<file path="config.mk">
export PLATFORM = sky130hd
export DESIGN_NAME = ewr_regfile
export DESIGN_NICKNAME = d
export VERILOG_FILES = /design/src/rtl/ewr_pkg.sv /design/src/rtl/ewr_addr.sv /design/src/rtl/ewr_lane.sv /design/src/rtl/ewr_store.sv /design/src/rtl/ewr_regfile.sv
export SDC_FILE = /design/constraint.sdc
export NUM_CORES = 2
export LEC_CHECK = 0
export BUFFER_PORTS_ARGS = -buffer_cell sky130_fd_sc_hd__buf_2
export CORE_ASPECT_RATIO = 1.25
export CORE_UTILIZATION = 43
export CTS_BUF_LIST = sky130_fd_sc_hd__clkbuf_4 sky130_fd_sc_hd__clkbuf_8 sky130_fd_sc_hd__clkbuf_16
export DETAILED_ROUTE_END_ITERATION = 7
export MAX_ROUTING_LAYER = met4
export PLACE_DENSITY_LB_ADDON = 0.12
export SYNTH_ARGS = -nofsm -noshare
export SYNTH_HDL_FRONTEND = slang
export SYNTH_SLANG_ARGS = --single-unit
</file>
<file path="constraint.sdc">
create_clock -name clk -period 13.19 [get_ports clk]
set_input_delay 1.319 -clock clk [delete_from_list [all_inputs] [get_ports clk]]
set_output_delay 1.319 -clock clk [all_outputs]
set_load 0.01 [all_outputs]
</file>
<file path="src/rtl/ewr_pkg.sv">
package ewr_pkg;
  typedef enum logic [1:0] {EW8 = 2'd0, EW16 = 2'd1, EW32 = 2'd2, EW64 = 2'd3} ew_t;

  // bytes per element
  function automatic logic [3:0] elem_bytes(ew_t w);
    return 4'd1 << w;
  endfunction

  // elements held by one 128-bit vector register
  function automatic logic [4:0] vec_count(ew_t w);
    return 5'd16 >> w;
  endfunction

  // byte-enable pattern of an element starting at lane
  function automatic logic [7:0] lane_mask(ew_t w, logic [2:0] lane);
    logic [7:0] m;
    m = 8'((16'd1 << elem_bytes(w)) - 16'd1);
    return m << lane;
  endfunction

  // bit mask of an element's value in the low bits
  function automatic logic [63:0] elem_mask(ew_t w);
    case (w)
      EW8:     return 64'h0000_0000_0000_00FF;
      EW16:    return 64'h0000_0000_0000_FFFF;
      EW32:    return 64'h0000_0000_FFFF_FFFF;
      default: return 64'hFFFF_FFFF_FFFF_FFFF;
    endcase
  endfunction
endpackage

</file>
<file path="src/rtl/ewr_addr.sv">
module ewr_addr
  import ewr_pkg::*;
#(
  parameter int NREGS = 32,
  parameter int IDX_W = 8
) (
  input  logic                     mode,
  input  ew_t                      wsel,
  input  logic [$clog2(NREGS)-1:0] base,
  input  logic [IDX_W-1:0]         idx,
  output logic [$clog2(NREGS)-1:0] reg_sel,
  output logic [2:0]               lane,
  output logic                     err
);
  localparam int REG_W = $clog2(NREGS);
  localparam int OFF_W = IDX_W + 3;

  logic [OFF_W-1:0] ub_off;
  logic [OFF_W-1:0] off;
  logic [4:0]       cnt;
  logic [3:0]       slot;
  logic [3:0]       vb_off;

  always_comb begin
    ub_off  = OFF_W'(idx) << wsel;
    cnt     = vec_count(wsel);
    err     = mode && (32'(idx) >= 32'(cnt));
    slot    = 4'(cnt - 5'd1 - 5'(idx));
    vb_off  = 4'(slot << wsel);
    off     = mode ? OFF_W'(vb_off) : ub_off;
    reg_sel = REG_W'(OFF_W'(base) + (off >> 3));
    lane    = off[2:0];
  end
endmodule

</file>
<file path="src/rtl/ewr_lane.sv">
module ewr_lane
  import ewr_pkg::*;
(
  input  ew_t         wsel,
  input  logic [2:0]  lane,
  input  logic [63:0] wr_data,
  input  logic [63:0] rd_word,
  output logic [7:0]  be,
  output logic [63:0] wr_word,
  output logic [63:0] rd_elem
);
  always_comb begin
    be      = lane_mask(wsel, lane);
    wr_word = wr_data << {lane, 3'b000};
    rd_elem = (rd_word >> {lane, 3'b000}) & elem_mask(wsel);
  end
endmodule

</file>
<file path="src/rtl/ewr_store.sv">
module ewr_store #(
  parameter int NREGS = 32
) (
  input  logic                     clk,
  input  logic                     rst,
  input  logic                     we,
  input  logic [$clog2(NREGS)-1:0] sel,
  input  logic [7:0]               be,
  input  logic [63:0]              wr_word,
  output logic [63:0]              rd_word,
  output logic [NREGS-1:0]         touched
);
  localparam int LANES = 8;

  logic [7:0] bytes_q [NREGS][LANES];

  for (genvar r = 0; r < NREGS; r++) begin : g_reg
    assign touched[r] = we && (sel == r[$clog2(NREGS)-1:0]) && (|be);
    for (genvar b = 0; b < LANES; b++) begin : g_byte
      always_ff @(posedge clk) begin
        if (rst)
          bytes_q[r][b] <= 8'h00;
        else if (touched[r] && be[b])
          bytes_q[r][b] <= wr_word[b*8 +: 8];
      end
    end
  end

  always_comb begin
    for (int b = 0; b < LANES; b++)
      rd_word[b*8 +: 8] = bytes_q[sel][b];
  end
endmodule

</file>
<file path="src/rtl/ewr_regfile.sv">
module ewr_regfile
  import ewr_pkg::*;
#(
  parameter int NREGS = 32,
  parameter int IDX_W = 8
) (
  input  logic                     clk,
  input  logic                     rst,
  input  logic                     mode,
  input  logic [1:0]               wsel,
  input  logic [$clog2(NREGS)-1:0] base,
  input  logic [IDX_W-1:0]         idx,
  input  logic                     wr_en,
  input  logic [63:0]              wr_data,
  output logic [63:0]              rd_data,
  output logic                     err
);
  localparam int REG_W = $clog2(NREGS);

  ew_t              w;
  logic [REG_W-1:0] reg_sel;
  logic [2:0]       lane;
  logic [7:0]       be;
  logic [63:0]      wr_word;
  logic [63:0]      rd_word;
  logic [63:0]      rd_elem;
  logic             we_eff;
  logic [NREGS-1:0] touched;

  assign w = ew_t'(wsel);

  ewr_addr #(.NREGS(NREGS), .IDX_W(IDX_W)) u_addr (
    .mode(mode), .wsel(w), .base(base), .idx(idx),
    .reg_sel(reg_sel), .lane(lane), .err(err)
  );

  ewr_lane u_lane (
    .wsel(w), .lane(lane), .wr_data(wr_data), .rd_word(rd_word),
    .be(be), .wr_word(wr_word), .rd_elem(rd_elem)
  );

  assign we_eff = wr_en && !err;

  ewr_store #(.NREGS(NREGS)) u_store (
    .clk(clk), .rst(rst), .we(we_eff), .sel(reg_sel), .be(be),
    .wr_word(wr_word), .rd_word(rd_word), .touched(touched)
  );

  assign rd_data = err ? 64'd0 : rd_elem;
endmodule

</file>
==> qor.yml <==
outcome: "finished clean"
cp_slowest_cell: "fa_4"
viasPerCell: 6.22
drtIter0Drc: 9203
wl_met2_um: 167000
dp_hpwl_um: 228000
setup.worst_path.class: "in -> out"
synth_seq_area_share_pct: 65.3
cts.reportedPaths.clkPinSlew_ns: 0.06
synth_flop_cell: "edfxtp_1"
hold_start: "wr_data[1]"
die-area_sq_mm: 0.221
async_reset_ff_share_pct: 0
die_x_um: 421
setup-tns-final_ns: 0
largest_reg_flops: 2048
drv_cap: 0
start_util_pct: 43.4
yosysWarnings: 0
synthDistinctLibCells: 74
p_sw_w: 0.00542
vias: 61109
whs_ns: 1.11
layout.nets: 6825
startpoint_type: "input pin"
wl_per_cell_um: 35.4
cts_made_buffers: 209
hp-class: "in -> reg"
tightest_slew_ns: 1.39
gp_congestion: 0.960
final_cells: 9820
p_sw_share_pct: 30.9
rsz0062_at_grt: "no"
crit_fanout: 43
grt.overflow.total: 0
grt_max_degree: 112
slew_viol_final: 0
ys_ff_latch: 2048
cts_tree: "yes"
grt.total_usage_pct: 32.2
synthesis.area_sq_mm: 0.0942
combPwrFrac_pct: 22.9
areaGrowthSynthToFinish_pct: 11.4
min_period_ns: 9.84
hold_violations: 0
crit_chain: "buf_2 > inv_1 > nand2_1 > ha_1 > xor2_1 > mux4_2 > nor2_1 > a21oi_1 > ha_4 > fa_4 > buf_4 > mux4_2 > mux4_2 > mux2i_1 > mux2i_1 > o21ai_1 > o21ai_1 > buf_2"
antenna_found_initial: 28
rows: 191
power.clock.fraction_pct: 33.7
worstPathArrival_ns: 8.53
crit_buf_inv: 4
cp-startpoint: "wsel[1]"
top_regs: "u_store.bytes_q: 2048 flops"
postCtsSetupBuffers: 0
coreArea_sq_mm: 0.217
cp-end-kind: "primary output"
hold_buffers: 0
io_buffers: 147
finalCritPeriodShare_pct: 74.6
syn_area_per_cell_sq_um: 13.8
crit_top_cell: "mux4_2"
place_inst: 9417
wl_met3_um: 32000
top_layer_used: "met4"
wl_um: 347000
cellPowerDensity_mw_per_mm2: 167
fmax_ghz: 0.102
ant_nets: 0
cts.repair.resized: 0
setup_violations: 0
required_ns: 11.87
drive_gt1_share_pct: 20.4
syn_nets: 6917
synth-edff-count: 2048
p_seq_share_pct: 43.4
grt_pass1_wl_um: 478000
ios: 148
syn-instance-count: 6825
p_leak_nw: 35.1
drt_pass1_iterations: 6
drc: 0
peakVddDrop_mv: 0.138
fin_util_pct: 48.3
wl_met1_um: 125000
cell_internal_pwr_w: 0.0121
die_h_um: 525
top_register: "u_store.bytes_q"
clockBufferDepth: 3
cts-root-buf: "clkbuf_16"
slowest_delay_ns: 1.46
critPathTopFamily: "multiplexers"
slew_headroom_pct: 6.61
clkSinkCount: 2048
grt_pass1_vias: 60133
cts_htree_levels: 4
[area by class of cell]
cell class,count,area [sq um]
Fill cell,18874,112000
Sequential cell,2048,61500
Multi-Input combinational cell,4101,30500
Clock buffer,244,5550
Tap cell,2895,3620
Timing Repair Buffer,364,2550
Clock inverter,138,1140
Antenna cell,21,52.6
Inverter,9,33.8
[final timing paths]
kind | to | slack (ns) | cells after the start
min | u_store.bytes_q[4][57]$_SDFFCE_PN0P_ | 1.11 | 3
max | rd_data[7] | 3.35 | 18
[cell usage after synthesis, drive strengths merged, types with 11 or more instances]
library cell / n / area (sq um)
a211oi: 13 / 103
a21o: 231 / 1730
a21oi: 44 / 228
a22oi: 15 / 113
a31oi: 28 / 175
a32oi: 15 / 131
and2: 15 / 93.8
and3: 11 / 68.8
buf: 266 / 1380
clkbuf: 401 / 1510
edfxtp: 2048 / 61500
mux2: 26 / 293
mux2i: 138 / 1380
mux4: 567 / 12800
nand2: 431 / 1650
nand2b: 24 / 150
nand3: 91 / 455
nand4: 33 / 206
nor2: 2150 / 8070
nor2b: 14 / 95.1
nor3: 18 / 121
nor4: 33 / 418
o211ai: 12 / 90.1
o21ai: 48 / 240
o21bai: 33 / 248
o22ai: 24 / 150
or2: 14 / 87.6
[tightest hold or removal path: stages]
cell and delay (ns):
buf_2 0.24, nand2_1 0.21, nor2_1 0.05
[per-stage QoR]
step | total power (W) | cell area [sq um] | setup WS, ns
global route | 0.0179 | 105000 | 3.28
CTS | 0.0175 | 105000 | 3.42
global placement | 0.0117 | 98200 | 3.50
floorplan | 0.00997 | 94200 | 5.95
finish | 0.0176 | 105000 | 3.35
detailed placement | 0.0117 | 98200 | 3.43
[power groups by stage]
stage | registers, W | clock network (W) | logic, W
floorplan | 0.00770 | 0 | 0.00227
global placement | 0.00773 | 0 | 0.00395
detailed placement | 0.00775 | 0 | 0.00395
CTS | 0.00762 | 0.00597 | 0.00396
global route | 0.00764 | 0.00620 | 0.00409
finish | 0.00762 | 0.00593 | 0.00402
[per-layer routing]
layer  GRT usage [%]  vias to the layer above
li1                -                    24911
met1            39.0                    32032
met2            50.2                     3429
met3            6.49                      737
met4            18.4                        0
met5               -                        -
[placed cells by master (no fill, tap or decap), drive strengths merged, types with 24 or more instances in the layout]
master / n
mux2i: 138
nor2: 2150
buf: 364
nand3: 91
nand2: 431
o21ai: 48
clkinv: 110
nand4: 33
edfxtp: 2048
mux2: 26
o22ai: 24
clkbuf: 244
mux4: 567
a21oi: 44
a21o: 231
nand2b: 24
nor4: 33
a31oi: 28
o21bai: 33
[kinds of logic after synthesis]
family / count (synthesis) / share of synthesized area (%)
AND/OR/NAND/NOR: 2838 / 12.1
flip-flops: 2048 / 65.3
multiplexers: 731 / 15.3
AO/OA/AOI/OAI: 512 / 3.88
XOR/XNOR: 11 / 0.149
adder cells (fa/ha/maj): 9 / 0.127
buffers and inverters: 676 / 3.10
Power figures use the tool's default switching activity.
